### src/rtl/smul_pkg.sv
package smul_pkg;

   localparam int MODE_W = 3;
   localparam int FLAG_W = 2;
   localparam int FLAG_Z = 0;
   localparam int FLAG_C = 1;
   localparam int FRAC_BIT = 2;

   typedef enum logic [1:0] {
      SGN_UU  = 2'b00,
      SGN_SS  = 2'b01,
      SGN_SU  = 2'b10,
      SGN_RSV = 2'b11
   } sign_mode_e;

   typedef struct packed {
      logic a_signed;
      logic b_signed;
      logic frac;
   } op_ctrl_t;

   function automatic op_ctrl_t decode_mode(input logic [MODE_W-1:0] m);
      op_ctrl_t c;
      c.frac = m[FRAC_BIT];
      unique case (sign_mode_e'(m[1:0]))
         SGN_SS:  begin c.a_signed = 1'b1; c.b_signed = 1'b1; end
         SGN_SU:  begin c.a_signed = 1'b1; c.b_signed = 1'b0; end
         default: begin c.a_signed = 1'b0; c.b_signed = 1'b0; end
      endcase
      return c;
   endfunction

endpackage

### src/rtl/smul_opext.sv
module smul_opext #(
   parameter int WIDTH = 8
) (
   input  logic [WIDTH-1:0] val_i,
   input  logic             is_signed_i,
   output logic [WIDTH:0]   ext_o
);
   initial assert (WIDTH >= 2) else $fatal(1, "smul_opext: WIDTH must be at least 2");

   logic fill;
   always_comb begin
      fill  = is_signed_i & val_i[WIDTH-1];
      ext_o = {fill, val_i};
   end
endmodule

### src/rtl/smul_pp_array.sv
module smul_pp_array #(
   parameter int WIDTH      = 8,
   parameter int ARRAY_IMPL = 0
) (
   input  logic [WIDTH:0]     a_ext_i,
   input  logic [WIDTH:0]     b_ext_i,
   output logic [2*WIDTH-1:0] raw_o
);
   localparam int PW   = 2 * WIDTH;
   localparam int ROWS = WIDTH + 1;

   initial assert (ARRAY_IMPL == 0 || ARRAY_IMPL == 1)
      else $fatal(1, "smul_pp_array: ARRAY_IMPL must be 0 or 1");

   logic [PW-1:0] a_wide;
   assign a_wide = {{(PW-WIDTH-1){a_ext_i[WIDTH]}}, a_ext_i};

   generate
      if (ARRAY_IMPL == 0) begin : g_operator
         logic [PW-1:0] b_wide;
         assign b_wide = {{(PW-WIDTH-1){b_ext_i[WIDTH]}}, b_ext_i};
         always_comb raw_o = PW'(a_wide * b_wide);
      end else begin : g_rows
         logic [PW-1:0] row  [ROWS];
         logic [PW-1:0] psum [ROWS+1];
         assign psum[0] = '0;
         for (genvar i = 0; i < ROWS; i++) begin : g_row
            logic [PW-1:0] shifted;
            assign shifted = a_wide << i;
            if (i < WIDTH) begin : g_pos
               assign row[i] = b_ext_i[i] ? shifted : '0;
            end else begin : g_neg
               assign row[i] = b_ext_i[i] ? (~shifted + PW'(1)) : '0;
            end
            assign psum[i+1] = psum[i] + row[i];
         end
         assign raw_o = psum[ROWS];
      end
   endgenerate
endmodule

### src/rtl/smul_post.sv
module smul_post import smul_pkg::*; #(
   parameter int WIDTH = 8
) (
   input  logic [2*WIDTH-1:0] raw_i,
   input  logic               frac_i,
   output logic [2*WIDTH-1:0] res_o,
   output logic [FLAG_W-1:0]  flags_o
);
   localparam int PW = 2 * WIDTH;

   always_comb begin
      res_o           = frac_i ? {raw_i[PW-2:0], 1'b0} : raw_i;
      flags_o         = '0;
      flags_o[FLAG_C] = raw_i[PW-1];
      flags_o[FLAG_Z] = (res_o == '0);
   end
endmodule

### src/rtl/smul_core.sv
module smul_core import smul_pkg::*; #(
   parameter int WIDTH      = 8,
   parameter int ARRAY_IMPL = 1
) (
   input  logic                 clk,
   input  logic                 rst_n,
   input  logic                 start_i,
   input  logic [MODE_W-1:0]    mode_i,
   input  logic [WIDTH-1:0]     op_a_i,
   input  logic [WIDTH-1:0]     op_b_i,
   output logic                 done_o,
   output logic [2*WIDTH-1:0]   prod_o,
   output logic [FLAG_W-1:0]    flags_o
);
   localparam int PW = 2 * WIDTH;

   initial assert (WIDTH >= 2 && WIDTH <= 32)
      else $fatal(1, "smul_core: WIDTH out of range");

   logic             busy_q;
   logic             accept;
   logic [WIDTH-1:0] a_q, b_q;
   op_ctrl_t         ctrl_q;

   assign accept = start_i & ~busy_q;

   // stage 1: capture operands, one busy cycle
   always_ff @(posedge clk or negedge rst_n) begin
      if (!rst_n) begin
         busy_q <= 1'b0;
         a_q    <= '0;
         b_q    <= '0;
         ctrl_q <= '0;
      end else if (accept) begin
         busy_q <= 1'b1;
         a_q    <= op_a_i;
         b_q    <= op_b_i;
         ctrl_q <= decode_mode(mode_i);
      end else begin
         busy_q <= 1'b0;
      end
   end

   logic [WIDTH:0]  a_ext, b_ext;
   logic [PW-1:0]   raw, res;
   logic [FLAG_W-1:0] flg;

   smul_opext #(.WIDTH(WIDTH)) u_ext_a (.val_i(a_q), .is_signed_i(ctrl_q.a_signed), .ext_o(a_ext));
   smul_opext #(.WIDTH(WIDTH)) u_ext_b (.val_i(b_q), .is_signed_i(ctrl_q.b_signed), .ext_o(b_ext));

   smul_pp_array #(.WIDTH(WIDTH), .ARRAY_IMPL(ARRAY_IMPL)) u_array (
      .a_ext_i(a_ext), .b_ext_i(b_ext), .raw_o(raw));

   smul_post #(.WIDTH(WIDTH)) u_post (
      .raw_i(raw), .frac_i(ctrl_q.frac), .res_o(res), .flags_o(flg));

   // stage 2: publish result
   always_ff @(posedge clk or negedge rst_n) begin
      if (!rst_n) begin
         done_o  <= 1'b0;
         prod_o  <= '0;
         flags_o <= '0;
      end else begin
         done_o <= busy_q;
         if (busy_q) begin
            prod_o  <= res;
            flags_o <= flg;
         end
      end
   end

   AST_DONE_LATENCY: assert property (@(posedge clk) disable iff (!rst_n)
      accept |=> ##1 done_o);
   AST_DONE_SINGLE: assert property (@(posedge clk) disable iff (!rst_n)
      done_o |=> !done_o);
   AST_RESULT_HOLD: assert property (@(posedge clk) disable iff (!rst_n)
      !done_o |-> $stable(prod_o) && $stable(flags_o));
   AST_BUSY_IGNORE: assert property (@(posedge clk) disable iff (!rst_n)
      (busy_q && start_i) |=> $stable(a_q) && $stable(b_q) && !busy_q);
   AST_FRAC_LSB: assert property (@(posedge clk) disable iff (!rst_n)
      (done_o && ctrl_q.frac) |-> !prod_o[0]);
   AST_ZERO_NO_CARRY: assert property (@(posedge clk) disable iff (!rst_n)
      (done_o && !ctrl_q.frac && flags_o[FLAG_Z]) |-> !flags_o[FLAG_C]);
endmodule

### config.mk
export PLATFORM = sky130hd
export DESIGN_NAME = smul_core
export DESIGN_NICKNAME = d
export VERILOG_FILES = /design/src/rtl/smul_pkg.sv /design/src/rtl/smul_opext.sv /design/src/rtl/smul_pp_array.sv /design/src/rtl/smul_post.sv /design/src/rtl/smul_core.sv
export SDC_FILE = /design/constraint.sdc
export NUM_CORES = 1
export LEC_CHECK = 0
export BUFFER_PORTS_ARGS = -buffer_cell sky130_fd_sc_hd__buf_2
export CORE_MARGIN = 3
export CORE_UTILIZATION = 55
export CTS_CLUSTER_DIAMETER = 200
export DETAILED_ROUTE_END_ITERATION = 7
export GPL_ROUTABILITY_DRIVEN = 1
export PLACE_DENSITY_LB_ADDON = 0.2
export SETUP_SLACK_MARGIN = 0.4
export SLEW_MARGIN = 10
export SYNTH_ARGS = -nofsm -noshare
export SYNTH_HDL_FRONTEND = slang
export SYNTH_SLANG_ARGS = --single-unit
export TNS_END_PERCENT = 1
### constraint.sdc
create_clock -name clk -period 5.3 [get_ports clk]
set_input_delay 0 -clock clk [delete_from_list [all_inputs] [get_ports clk]]
set_output_delay 0 -clock clk [all_outputs]
set_load 0.05 [all_outputs]
==> impl_results.md <==
* N_diodes at 0
* Chip height at 95.4 microns
* Detailed Routing Iterations Pass 1 at 4
* Final instance area at 5110 sq um
* Register area share after synthesis at 22.2%
* Final Max Tran Viols at 0
* Synth Register Bits at 39
* CP Class: flip-flop to flip-flop
* WP data required at 5.49 ns
* Period utilization at 90.7%
* Htree depth at 2
* Setup TNS at 0 ns
* Fillers at 554
* Most used DFF post-synth: dfrtp_1
* Core Rows at 31
* Setup crit end kind: flip-flop
* Setup WS pre-CTS at 0.336 ns
* Initial antenna violation count at 0
* Yosys top cell area share at 29.6%
* Routed WL at 9460 microns
* Antenna-violating nets left at 0
* Gpl congestion at 0.947
* Final Skew at 0.00825 ns
* Final setup fails at 0
* DIE WIDTH at 95.4 microns
* Commonest non-fill, non-tap cell in the layout: inv_1
* Synthesized netlist net count at 552
* HPWL after detailed placement at 7310 microns
* Total number of vias at 3205
* Tot GR Track Use at 23.2%
* Final worst slack at 0.496 ns
* Avg Cell Area, Syn at 9.94 sq um
* Routed WL per cell at 15.8 microns
* Count of final hold-check violations at 0
* Vias in the first global route at 3489
* Nets@finish at 607
* Slew headroom at 24.6%
* Largest cells by area after synthesis: fa_1 (30%), dfrtp_1 (22%), ha_1 (6.5%)
* # IOs at 41
* Highest Clock Rate at 0.208 GHz
* Input/output buffers at 40
* Gr ovfl total at 0
* Core area at 7490 sq um
* 1st-iter DRT viols at 82
* Most frequent cells in the layout: inv_1 (65), fa_1 (64), and2_1 (44), buf_2 (40), dfrtp_1 (34)
* Post-route DRC at 0
* Area grow syn2layout at 16.3%
* Share of layout cells above drive strength 1 at 21.9%
* Clk root buf: clkbuf_8
* Initial Utilization at 58.7%
* Sink Count at 39
* Area leader, netlist: fa_1
* First-pass GRT wire length at 16100 microns
* Placed Area at 4710 sq um
* Synthesized area at 4400 sq um
* RSZ-0062 raised after global routing: yes
* Post-synth EDFFs at 0
* Final min period at 4.80 ns
* Syn. warnings at 0
* CTS tree: yes
* Worst skew pair latency at 0.30 ns
* Synth async-reset ratio at 100%
* Netlist cell types at 39
* Vias per cell at 5.37
* Startpoint Class: flip-flop
* Status: finished clean
* Die ar. at 9100 sq um
* Hold Path Class: primary input to flip-flop
* Largest net degree at the start of global routing at 40
* CP max FO at 9
* Total of max-cap violations at 0
* Critical path arrival at 4.99 ns
* Total CTS buffers at 5
* R2r setup slk at 0.50 ns
* Worst slew pin tran at 1.13 ns
* Clock-pin slew on the worst setup and hold paths at 0.09 ns
* Synthesized instance count at 442
* Clk buf depth at 2
## cell families (layout without fill, tap and decap cells)
kind of cell    after synthesis  in the layout  synth area share (%)
xor+xnor                     23             23                  4.90
flops                        39             39                  22.2
fa+ha+maj                    88             88                  36.2
simple gates                129            129                  15.7
mux                          29             29                  7.15
buf+inv                      93            149                  8.14
compound gates               41             41                  5.81
## synth_stat cells (2+ instances only)
| cell type | count |
|---|---|
| and2_1 | 44 |
| mux2_2 | 19 |
| nor3b_1 | 2 |
| a21o_1 | 5 |
| dfrtp_1 | 39 |
| or3_1 | 2 |
| a41o_1 | 2 |
| inv_1 | 69 |
| xnor2_1 | 13 |
| ha_1 | 23 |
| nor2_1 | 23 |
| xor2_1 | 9 |
| a31oi_1 | 2 |
| and3_1 | 5 |
| buf_1 | 2 |
| fa_1 | 65 |
| nand2b_1 | 5 |
| nand2_1 | 28 |
| a21oi_1 | 14 |
| nand3_1 | 7 |
| o21ai_0 | 9 |
| nor3_1 | 4 |
| nor2b_1 | 4 |
| a211oi_1 | 4 |
| clkbuf_1 | 20 |
| mux2i_1 | 10 |
## per-stage QoR
stage          utilization [%]  std cells  hold WS [ns]
6_report                  68.3        597        0.0743
5_1_grt                   68.3        597        0.0815
4_1_cts                   67.5        595        0.0713
3_5_place_dp              62.9        566         0.175
3_3_place_gp              62.9        566         0.164
2_1_floorplan                -        442        -0.296
## final timing paths
| path | startpoint | endpoint | depth (start not counted) |
|---|---|---|---|
| setup / recovery | a_q[1]$_DFFE_PN0P_ | flags_o[0]$_DFFE_PN0P_ | 17 |
| hold / removal | mode_i[0] | ctrl_q[1]$_DFFE_PN0P_ | 3 |
| setup reg to reg | a_q[1]$_DFFE_PN0P_ | flags_o[0]$_DFFE_PN0P_ | 17 |
| hold reg to reg | prod_o[7]$_DFFE_PN0P_ | prod_o[7]$_DFFE_PN0P_ | 1 |
| max in group asynchronous | rst_n | b_q[3]$_DFFE_PN0P_ | 2 |
| min in group asynchronous | rst_n | a_q[1]$_DFFE_PN0P_ | 2 |
## flip-flops by register name, indices dropped and copies added, names as in the netlist
signal / flops
ctrl_q: 3
flags_o: 2
prod_o: 16
b_q: 8
busy_q: 1
a_q: 8
done_o: 1
## critical path, stage by stage (launching register included)
cell and delay [ns]:
dfrtp_1 0.40, buf_4 0.18, nor3_4 0.21, xor2_1 0.17
nor2_1 0.07, fa_1 0.49, fa_1 0.51, fa_1 0.56
inv_1 0.06, fa_1 0.52, inv_1 0.04, ha_1 0.23
or3_4 0.36, a21o_1 0.19, a41o_1 0.21, xnor2_2 0.17
nand2b_1 0.09, a41o_1 0.23
## per-layer routing
layer / GRT usage (%) / vias to the layer above / share of wire (%)
li1: - / 1494 / -
met1: 27.9 / 1631 / 39
met5: 0 / - / 0
met2: 43.5 / 66 / 56
met3: 3.55 / 14 / 3.1
met4: 5.45 / 0 / 1.8
## layout make-up
class | instances | area [sq um] | share of cell area (%)
Clock inverter | 3 | 43.8 | 0.857
Timing Repair Buffer | 72 | 489 | 9.57
Inverter | 69 | 259 | 5.07
Clock buffer | 5 | 68.8 | 1.35
Tap cell | 99 | 124 | 2.42
Multi-Input combinational cell | 310 | 3140 | 61.5
Sequential cell | 39 | 982 | 19.2
## what timing repair did
action                                  4_1_cts  5_1_grt
endpoints found under the setup margin        3        8
hold endpoints to repair                     56        0
hold buffers                                 18        0
resized for setup                             8       17
pin swaps                                     9       19
setup buffers                                 3        2
Power is left out: the tool's default activity adds up to more than one toggle a clock period on the data nets, which glitch-free logic cannot reach.
